$ cat src/rtl/dma_arb_pkg.sv
package dma_arb_pkg;
  localparam int NUM_CH   = 4;
  localparam int CH_W     = $clog2(NUM_CH);
  localparam int REG_W    = 16;
  localparam int MODE_LSB = 0;
  localparam int MODE_W   = 2;
  localparam int FLAG_BIT = 7;

  typedef enum logic [MODE_W-1:0] {
    MODE_ASCEND    = 2'b00,
    MODE_SKIP_ONE  = 2'b01,
    MODE_TWO_FIRST = 2'b10,
    MODE_ROTATE    = 2'b11
  } arbMode_e;

  typedef struct packed {
    logic loadGrant;
    logic releaseGrant;
    logic abortGrant;
  } arbStrobe_t;

  // Channel that holds priority position 'rank' (0 = highest).
  function automatic logic [CH_W-1:0] chanAtRank(arbMode_e mode,
                                                 logic [CH_W-1:0] head,
                                                 logic [CH_W-1:0] rank);
    logic [CH_W-1:0] chan;
    unique case (mode)
      MODE_ASCEND:   chan = rank;
      MODE_SKIP_ONE: begin
        unique case (rank)
          2'd0: chan = 2'd0;
          2'd1: chan = 2'd2;
          2'd2: chan = 2'd3;
          default: chan = 2'd1;
        endcase
      end
      MODE_TWO_FIRST: begin
        unique case (rank)
          2'd0: chan = 2'd2;
          2'd1: chan = 2'd0;
          2'd2: chan = 2'd1;
          default: chan = 2'd3;
        endcase
      end
      default: chan = head + rank;
    endcase
    return chan;
  endfunction
endpackage

$ cat src/rtl/dma_arb_dpath.sv
module dma_arb_dpath
  import dma_arb_pkg::*;
(
  input  logic              clk,
  input  logic              rstN,
  input  logic [NUM_CH-1:0] reqIn,
  input  logic              addrErrIn,
  input  logic              errFlag,
  input  arbMode_e          mode,
  input  arbStrobe_t        strobe,
  output logic [NUM_CH-1:0] grantOut,
  output logic              grantActive,
  output logic              anyReq
);
  logic [CH_W-1:0]   rankChan [NUM_CH];
  logic [NUM_CH-1:0] rankHit;
  logic [CH_W-1:0]   pickIdx;
  logic [CH_W-1:0]   grantIdx;
  logic [CH_W-1:0]   rrHead;
  logic [NUM_CH-1:0] grantReg;

  for (genvar r = 0; r < NUM_CH; r++) begin : g_rank
    assign rankChan[r] = chanAtRank(mode, rrHead, CH_W'(r));
    assign rankHit[r]  = reqIn[rankChan[r]];
  end

  // Lowest requesting rank wins: scan from the bottom, last hit overrides.
  always_comb begin
    pickIdx = '0;
    for (int r = NUM_CH - 1; r >= 0; r--) begin
      if (rankHit[r]) pickIdx = rankChan[r];
    end
  end

  assign anyReq = |reqIn;

  always_ff @(posedge clk or negedge rstN) begin
    if (!rstN) begin
      grantReg <= '0;
      grantIdx <= '0;
    end else if (strobe.abortGrant || strobe.releaseGrant) begin
      grantReg <= '0;
    end else if (strobe.loadGrant) begin
      grantReg <= NUM_CH'(1) << pickIdx;
      grantIdx <= pickIdx;
    end
  end

  always_ff @(posedge clk or negedge rstN) begin
    if (!rstN) begin
      rrHead <= '0;
    end else if (strobe.releaseGrant && mode == MODE_ROTATE) begin
      rrHead <= grantIdx + CH_W'(1);
    end
  end

  assign grantOut    = grantReg;
  assign grantActive = |grantReg;

  p_grant_onehot_r7: assert property (@(posedge clk) disable iff (!rstN)
    $onehot0(grantOut));

  p_grant_held_r7: assert property (@(posedge clk) disable iff (!rstN)
    (grantActive && !strobe.releaseGrant && !strobe.abortGrant) |=> $stable(grantOut));

  p_lone_granted_r6: assert property (@(posedge clk) disable iff (!rstN)
    (!grantActive && !errFlag && !addrErrIn && $onehot(reqIn)) |=> (grantOut == $past(reqIn)));

  p_no_grant_in_error_r8: assert property (@(posedge clk) disable iff (!rstN)
    (errFlag && !grantActive) |=> !grantActive);
endmodule

$ cat src/rtl/dma_arb_ctrl.sv
module dma_arb_ctrl
  import dma_arb_pkg::*;
(
  input  logic             clk,
  input  logic             rstN,
  input  logic             regWrEn,
  input  logic [REG_W-1:0] regWrData,
  input  logic             regRdEn,
  output logic [REG_W-1:0] regRdData,
  input  logic             addrErrIn,
  input  logic             doneIn,
  input  logic             anyReq,
  input  logic             grantActive,
  output arbMode_e         mode,
  output logic             errFlag,
  output arbStrobe_t       strobe,
  output logic             errIrq
);
  logic clearArmed;
  logic clearNow;

  assign clearNow = regWrEn && !regWrData[FLAG_BIT] && clearArmed && errFlag;

  always_ff @(posedge clk or negedge rstN) begin
    if (!rstN) begin
      mode <= MODE_ASCEND;
    end else if (regWrEn) begin
      mode <= arbMode_e'(regWrData[MODE_LSB +: MODE_W]);
    end
  end

  always_ff @(posedge clk or negedge rstN) begin
    if (!rstN) begin
      errFlag <= 1'b0;
    end else if (addrErrIn) begin
      errFlag <= 1'b1;
    end else if (clearNow) begin
      errFlag <= 1'b0;
    end
  end

  always_ff @(posedge clk or negedge rstN) begin
    if (!rstN) begin
      clearArmed <= 1'b0;
    end else if (addrErrIn || clearNow) begin
      clearArmed <= 1'b0;
    end else if (regRdEn && errFlag) begin
      clearArmed <= 1'b1;
    end
  end

  always_comb begin
    regRdData = '0;
    regRdData[MODE_LSB +: MODE_W] = mode;
    regRdData[FLAG_BIT] = errFlag;
  end

  always_comb begin
    strobe.abortGrant   = addrErrIn;
    strobe.releaseGrant = grantActive && doneIn && !addrErrIn;
    strobe.loadGrant    = !grantActive && !errFlag && !addrErrIn && anyReq;
  end

  assign errIrq = errFlag;

  p_write_cannot_set_r9: assert property (@(posedge clk) disable iff (!rstN)
    (!errFlag && !addrErrIn) |=> !errFlag);

  p_error_sets_flag_r8: assert property (@(posedge clk) disable iff (!rstN)
    addrErrIn |=> (errFlag && errIrq));

  p_unread_write_keeps_r9: assert property (@(posedge clk) disable iff (!rstN)
    (errFlag && !clearArmed) |=> errFlag);

  p_armed_clear_r10: assert property (@(posedge clk) disable iff (!rstN)
    (errFlag && clearArmed && regWrEn && !regWrData[FLAG_BIT] && !addrErrIn) |=> !errIrq);

  p_error_disarms_r11: assert property (@(posedge clk) disable iff (!rstN)
    addrErrIn |=> !clearArmed);
endmodule

$ cat src/rtl/dma_prio_arb.sv
module dma_prio_arb
  import dma_arb_pkg::*;
(
  input  logic              clk,
  input  logic              rstN,
  input  logic [NUM_CH-1:0] reqIn,
  input  logic              doneIn,
  input  logic              addrErrIn,
  input  logic              regWrEn,
  input  logic [REG_W-1:0]  regWrData,
  input  logic              regRdEn,
  output logic [REG_W-1:0]  regRdData,
  output logic [NUM_CH-1:0] grantOut,
  output logic              errIrq
);
  arbMode_e   mode;
  arbStrobe_t strobe;
  logic       errFlag;
  logic       grantActive;
  logic       anyReq;

  dma_arb_ctrl u_ctrl (
    .clk(clk), .rstN(rstN),
    .regWrEn(regWrEn), .regWrData(regWrData),
    .regRdEn(regRdEn), .regRdData(regRdData),
    .addrErrIn(addrErrIn), .doneIn(doneIn),
    .anyReq(anyReq), .grantActive(grantActive),
    .mode(mode), .errFlag(errFlag), .strobe(strobe), .errIrq(errIrq)
  );

  dma_arb_dpath u_dpath (
    .clk(clk), .rstN(rstN),
    .reqIn(reqIn), .addrErrIn(addrErrIn), .errFlag(errFlag),
    .mode(mode), .strobe(strobe),
    .grantOut(grantOut), .grantActive(grantActive), .anyReq(anyReq)
  );

  p_error_drops_grant_r8: assert property (@(posedge clk) disable iff (!rstN)
    addrErrIn |=> (grantOut == '0));

  p_irq_blocks_grant_r8: assert property (@(posedge clk) disable iff (!rstN)
    (errIrq && grantOut == '0) |=> (grantOut == '0));
endmodule

$ cat config.mk
export PLATFORM = sky130hd
export DESIGN_NAME = dma_prio_arb
export DESIGN_NICKNAME = d
export VERILOG_FILES = /design/src/rtl/dma_arb_pkg.sv /design/src/rtl/dma_arb_dpath.sv /design/src/rtl/dma_arb_ctrl.sv /design/src/rtl/dma_prio_arb.sv
export SDC_FILE = /design/constraint.sdc
export NUM_CORES = 1
export LEC_CHECK = 0
export ABC_AREA = 1
export BUFFER_PORTS_ARGS = -buffer_cell sky130_fd_sc_hd__buf_4
export CAP_MARGIN = 20
export CELL_PAD_IN_SITES_DETAIL_PLACEMENT = 1
export CELL_PAD_IN_SITES_GLOBAL_PLACEMENT = 2
export CORE_MARGIN = 1.5
export CORE_UTILIZATION = 26
export DETAILED_ROUTE_END_ITERATION = 16
export PLACE_DENSITY = 0.84
export SLEW_MARGIN = 30
export SYNTH_ARGS = -nofsm -noshare
export SYNTH_HDL_FRONTEND = slang
export SYNTH_SLANG_ARGS = --single-unit
$ cat constraint.sdc
create_clock -name clk -period 2.9 [get_ports clk]
set_input_delay 0.435 -clock clk [delete_from_list [all_inputs] [get_ports clk]]
set_output_delay 0.435 -clock clk [all_outputs]
set_load 0.05 [all_outputs]
# [Word level (Yosys, flattened, before mapping)]
# Index checks and enable logic that the tools add are counted.
[word_totals] ff_bits=12 input_bits=26 out_inout_bits=21
[op_classes] addsub=4 n_lt_le_gt_ge=4 n_eq_ne=3 shifts=1 n_mux=22 n_bitwise=1 reduce_logical=25
[op_table] operator="$lt 2x3->1 const B" count=4
[op_table] operator="$pmux 2 s3" count=2
[op_table] operator="$logic_and 1x1->1" count=10
[op_table] operator="$bmux 1 s2" count=4
[op_table] operator="$mux 1" count=8
[op_table] operator="$mux 2" count=4
[op_table] operator="$mux 4" count=2
[op_table] operator="$pmux 2 s2" count=2
[op_table] operator="$reduce_or 4->1" count=2
[op_table] operator="$reduce_bool 2->1" count=3
[op_table] operator="$add 2x1->2 const B" count=2
[op_table] operator="$add 2x2->2 const B" count=2
[op_table] operator="$eq 2x2->1 const B" count=2
[op_table] operator="$logic_not 1->1" count=4
[op_table] operator="$reduce_or 2->1" count=2
[op_table] operator="$shl 1x2->4 const A" count=1
[op_table] operator="$eq 2x1->1 const B" count=1
[op_table] operator="$logic_not 2->1" count=1
[op_table] operator="$logic_or 1x1->1" count=2
[op_table] operator="$reduce_and 2->1" count=1
[op_table] operator="$not 1->1" count=1

# [Logic depth before layout (Yosys ltp)]
[logic_depth] ltp_word=12 mapped_depth=16

# [Cells and area by module]
# A second synthesis with hierarchy kept.
[unflattened] hier_cells=180 hier_area_um2=1238.7
[by_module_without_submodules] mod="dma_arb_dpath" instances=1 cells_per_inst=136 area_per_inst_um2=905.9 seq_area_each_um2=200.2
[by_module_without_submodules] mod="dma_arb_ctrl" instances=1 cells_per_inst=44 area_per_inst_um2=332.8 seq_area_each_um2=100.1

# [Least setup slack after synthesis]
# No wires, ideal clock.
[synth_timing] kind="reg-to-reg" from="register u_ctrl.mode[0]" to="register u_dpath.grantReg[1], in the netlist u_dpath.grantOut[1]" setup_time_ns=0.118 t_arrival_ns=1.911 t_required_ns=2.782 slack_ns=0.871 path_stages_with_launch=15 cell_sequence="dfrtp_1 > inv_1 > ha_1 > nand2_2 > nand2_1 > nand2_1 > nand3_1 > nand3_1 > nand2_1 > inv_1 > nand2_2 > nand2_1 > nand2_1 > nand3_1 > nand2_1"
[synth_via] elab_chain_len=12 word_cells_on_any_way=24 classes_between="eq/ne: 2; shift: 1; mux: 18; reduce/logical: 3"
[synth_rtl] element="start: declaration" line_no="dma_arb_ctrl.sv:14" rtl="output arbMode_e mode,"
[synth_rtl] element="start signal: assignment" line_no="dma_arb_ctrl.sv:28" rtl="mode <= arbMode_e'(regWrData[MODE_LSB +: MODE_W]);"
[synth_rtl] element="$eq 2x2->1 / $logic_not 2->1 (equally long branches)" line_no="dma_arb_pkg.sv:27" rtl="unique case (mode)"
[synth_rtl] element="$reduce_or 2->1 (no source line)"
[synth_rtl] element="$pmux 2 s2" line_no="dma_arb_pkg.sv:27"
[synth_rtl] element="$bmux 1 s2" line_no="dma_arb_dpath.sv:24" rtl="assign rankHit[r] = reqIn[rankChan[r]];"
[synth_rtl] element="$mux 1 (implied by the code)" line_no="dma_arb_dpath.sv:24"
[synth_rtl] element="$mux 2 (3 in a row)" line_no="dma_arb_dpath.sv:31" rtl="if (rankHit[r]) pickIdx = rankChan[r];"
[synth_rtl] element="$mux 2 *" line_no="dma_arb_dpath.sv:31"
[synth_rtl] element="$shl 1x2->4 *" line_no="dma_arb_dpath.sv:44" rtl="grantReg <= NUM_CH'(1) << pickIdx;"
[synth_rtl] element="$mux 4 *" line_no="dma_arb_dpath.sv:43" rtl="end else if (strobe.loadGrant) begin"
[synth_rtl] element="$mux 4 *" line_no="dma_arb_dpath.sv:41" rtl="end else if (strobe.abortGrant || strobe.releaseGrant) begin"
[synth_rtl] element="end signal: assignment" line_no="dma_arb_dpath.sv:44"
[synth_rtl] element="end: declaration" line_no="dma_arb_dpath.sv:20" rtl="logic [NUM_CH-1:0] grantReg;"
# Mark *: on every way between the ends. The rest lies on a longest branch, timed or not. The select of a mux whose other input is x is not followed.
# A chain may end at the register's enable or synchronous reset.

# [Final worst setup path]
[layout_timing] from="register u_ctrl.mode[1]" to="register u_dpath.grantReg[2], in the netlist u_dpath.grantOut[2]"
# Same word-level chain as after synthesis.

==> qor.log <==
[status] result of the run finished, final reports clean
[synth] Post-Synth XOR/XNOR Area 0.767%
[synth] post-synthesis instance area 0.00114 mm²
[clock_tree] cts-stage hold buffer count 0
[floorplanning] die area 0.00480 mm²
[drt] # DRC 0
[drt] number of design-rule violations left by the first detailed-router iteration 24
[setup_path] critical register-to-register path endpoint u_dpath.grantOut[2]
[timing] RSZ-0062 raised after global routing no
[placement] Port-buffer cells 20
[global_route] global-route track usage on met1 16.5%
[drt] antenna-violating nets left 0
[drt] DR vias 1061
[setup_path] slowest CP cell sky130_fd_sc_hd__dfrtp_1
[timing] Final period util 71.4%
[synth] post-synth top area share 26.3%
[power] clock power share 19.5%
[clock_tree] CTS clk-pin slew, worst paths 0.05 ns
[layout] total number of nets in the final design 232
[layout] footprint of the multi-input gates 673 µm²
[global_route] global routing met3 resource utilization 1.16%
[synth] simple logic cell fraction of the synthesized area 38.6%
[floorplanning] x dimension of the die 69.3 µm
[setup_path] cell-by-cell trace of the critical path ha_1 > nand2_2 > nand2_1 > nand2_1 > nand2_1 > nand2_1 > nand2_1 > nand3_1 > nand2_2 > nand2_2 > nor2_1 > nand2_1 > nand2_1
[global_route] highest-utilization routing layer at the global route stage met2
[setup_path] Critical Path AT 2.25 ns
[timing] highest clock rate 483 MHz
[clock_tree] Clk Latency, worst-skew pair 0.24 ns
[global_route] GRT Total Usage 12.0%
[global_route] maximum number of pins on one net before global-route repair 13
[global_route] global-route wire length before repair 4.77 mm
[global_route] initial antenna violation count 0
[setup_path] Largest stage delay, worst path 0.44 ns
[layout] layout filler cell count 552
[floorplanning] vertical extent of the die 69.3 µm
[setup_path] WP data required 3.08 ns
[global_route] number of global-route vias before repair 1072
[layout] register cell area after layout 300 µm²
[floorplanning] effective utilization at floorplan 27.8%
[timing] final worst path period need 2.07 ns
[clock_tree] Clock Path Buffers 2
[timing] setup clock skew after layout 0.00513 ns
[power] internal portion of total power 407 µW
[setup_path] critical path peak fanout 12
[setup_path] worst reg-to-reg path cell count 13
[setup_path] startpoint type of the worst setup path flip-flop
[synth] most instantiated library cell after synthesis sky130_fd_sc_hd__nand2_1
[layout] number of diodes 0
[synth] Async S/R FF share, synth 100%
[worst_hold_path] class of the worst hold path in2async
[clock_tree] CTS Sinks 12
[global_route] total congestion overflow after global routing 0
[synth] count of synthesis-stage warnings from yosys 0
[synth] dominant synthesized flop cell sky130_fd_sc_hd__dfrtp_1
[floorplanning] Core ar. 0.00412 mm²
[synth] cell count after synthesis 178
[placement] dpl cell area 0.00128 mm²
[setup_path] Crit Path Category reg2reg
[layout] layout cell share with drive strength beyond 1 19.2%
[drt] Via density 4.28
[clock_tree] Root Driver sky130_fd_sc_hd__clkbuf_8
[placement] placed wire-length estimate after detailed placement 2.26 mm
[global_route] met2 global-route usage 19.9%
[drt] first drt pass iteration count 4
[synth] biggest area consumer among synthesized cells sky130_fd_sc_hd__dfrtp_1
[timing] number of endpoints with negative hold slack in the final report 0
[synth] distinct cell type count after synthesis 21
[power] maximum resistive drop on vdd 0.285 mV
[power] Power Density 565 mW/mm²
[timing] final sum of negative setup slack 0 ns
[floorplanning] count of pins on the block boundary 47
[synth] leading post-synthesis cells by cell area sky130_fd_sc_hd__dfrtp_1 (26%), sky130_fd_sc_hd__nand2_1 (20%), sky130_fd_sc_hd__buf_4 (9.2%)
[power] share of total power in combinational logic 49.0%
[layout] area growth from synthesis to final layout 16.0%
[clock_tree] clock tree from TritonCTS done
[clock_tree] post-CTS setup buffer count 0
[placement] final RePlAce weighted congestion 0.713
[synth] Avg Cell Area, Syn 6.42 µm²
[timing] final-report max-slew violation count 0
[drt] WL/cell 10.8 µm
[setup_path] most used cell along the critical path sky130_fd_sc_hd__nand2_1
[setup_path] sort of element at the end of the critical path flip-flop
[placement] worst setup slack before clock tree synthesis 0.823 ns
[synth] flip-flop and latch count after synthesis 12
[power] leakage power 0.000783 µW
[synth] synth cell count leaders sky130_fd_sc_hd__nand2_1 (60), sky130_fd_sc_hd__inv_1 (23), sky130_fd_sc_hd__nand3_1 (21)
[synth] mux share of post-synthesis cell area 0%
[flow_run] number of max-capacitance violations reported 0
[setup_path] reg2reg start u_ctrl.mode[1]
[synth] number of flops mapped to enable cells by yosys 0
[synth] combinational family with the most area after synthesis simple AND/OR/NAND/NOR gates
[synth] proportion of synthesized chip area in sequential cells 26.3%
[synth] area fraction in compound gates after synthesis 8.76%
[power] part of the total power dissipated in sequential elements 31.5%
[layout] area of all placed cells without fillers 0.00133 mm²
[timing] Worst Setup Slack, final 0.829 ns
[power] net switching power 342 µW
[clock_tree] post-cts gate resize count 0
[drt] final wirelength 2.67 mm
[floorplanning] row count 23
[timing] total of endpoints with negative setup slack in the final report 0
[power] Net Sw Frac 45.7%
[setup_path] FF-to-FF setup slack 0.83 ns
[clock_tree] H-tree level count 1
[synth] post-synthesis adder-cell area fraction 6.57%
[clock_tree] TritonCTS Buffers 3
routing by layer:
metal / vias to the layer above / share of wire (%)
met4: 0 / 1.3
met2: 24 / 42
li1: 569 / -
met3: 5 / 3.7
met5: - / 0
met1: 463 / 53
through the flow:
step / hold WS [ns] / util [%] / power [µW] / cells
finish: 0.0224 / 32.2 / 749 / 248
global route: 0.0272 / 32.2 / 818 / 248
CTS: 0.0232 / 32.2 / 761 / 248
detailed placement: 0.284 / 31.2 / 608 / 245
global placement: 0.284 / 31.2 / 604 / 245
floorplan: 0.139 / - / 533 / 190
cells in the final DEF (no fill, tap or decap), drive strengths merged:
| cell | Yosys | routed |
|---|---|---|
| nand2 | 68 | 68 |
| inv | 26 | 26 |
| nand3 | 22 | 22 |
| buf | 15 | 20 |
| conb | 1 | 13 |
| dfrtp | 12 | 12 |
| nor2 | 10 | 10 |
| o21ai | 7 | 7 |
| ha | 6 | 6 |
| a21oi | 5 | 5 |
| clkbuf | 0 | 3 |
| o211ai | 2 | 2 |
| a41oi | 1 | 1 |
| nor3 | 1 | 1 |
| xnor2 | 1 | 1 |
| a31oi | 1 | 1 |
power groups by stage:
stage / Combinational (µW) / Sequential (µW) / Clock (µW)
finish: 367 / 236 / 146
detailed placement: 369 / 239 / 0
CTS: 372 / 237 / 153
global route: 419 / 243 / 156
global placement: 367 / 238 / 0
floorplan: 266 / 266 / 0
worst max-delay path, delay by kind of cell, from the launching register on:
kind                       cells  cell delay (ns)
adders and majority gates      1             0.35
DFF                            1             0.44
and+or+nand+nor               12             1.21
layout make-up:
type                            count  share of cell area, %
Inverter                           26                   7.37
Clock buffer                        3                   3.12
Sequential cell                    12                   22.7
Multi-Input combinational cell    137                   50.8
Tap cell                           50                   4.72
Timing Repair Buffer               20                   11.3
cells by family (layout without fill, tap and decap cells):
kind of cell	count (synthesis)	after routing
compound gates	16	16
other cells	1	13
flops	12	12
simple gates	101	101
buf+inv	41	49
fa+ha+maj	6	6
xor+xnor	1	1
state kept, by name, indices dropped and copies added, names as in the netlist:
name and cells:
u_dpath.grantIdx 2, u_dpath.rrHead 2, u_dpath.grantOut 4, u_ctrl.mode 2, u_ctrl.clearArmed 1, u_ctrl.errFlag 1
worst max-delay path by stage:
stage	start	to	slack, ns	depth (start not counted)
after global placement	u_ctrl.mode[1]	u_dpath.grantOut[2]	0.85	13
final	u_ctrl.mode[1]	u_dpath.grantOut[2]	0.83	13
after CTS	u_ctrl.mode[1]	u_dpath.grantOut[2]	0.82	13
after floorplan	u_ctrl.mode[0]	u_dpath.grantOut[1]	0.87	14
after detailed placement	u_ctrl.mode[1]	u_dpath.grantOut[2]	0.82	13
after global routing	u_ctrl.mode[1]	u_dpath.grantOut[2]	0.57	13
Power figures use the tool's default switching activity.
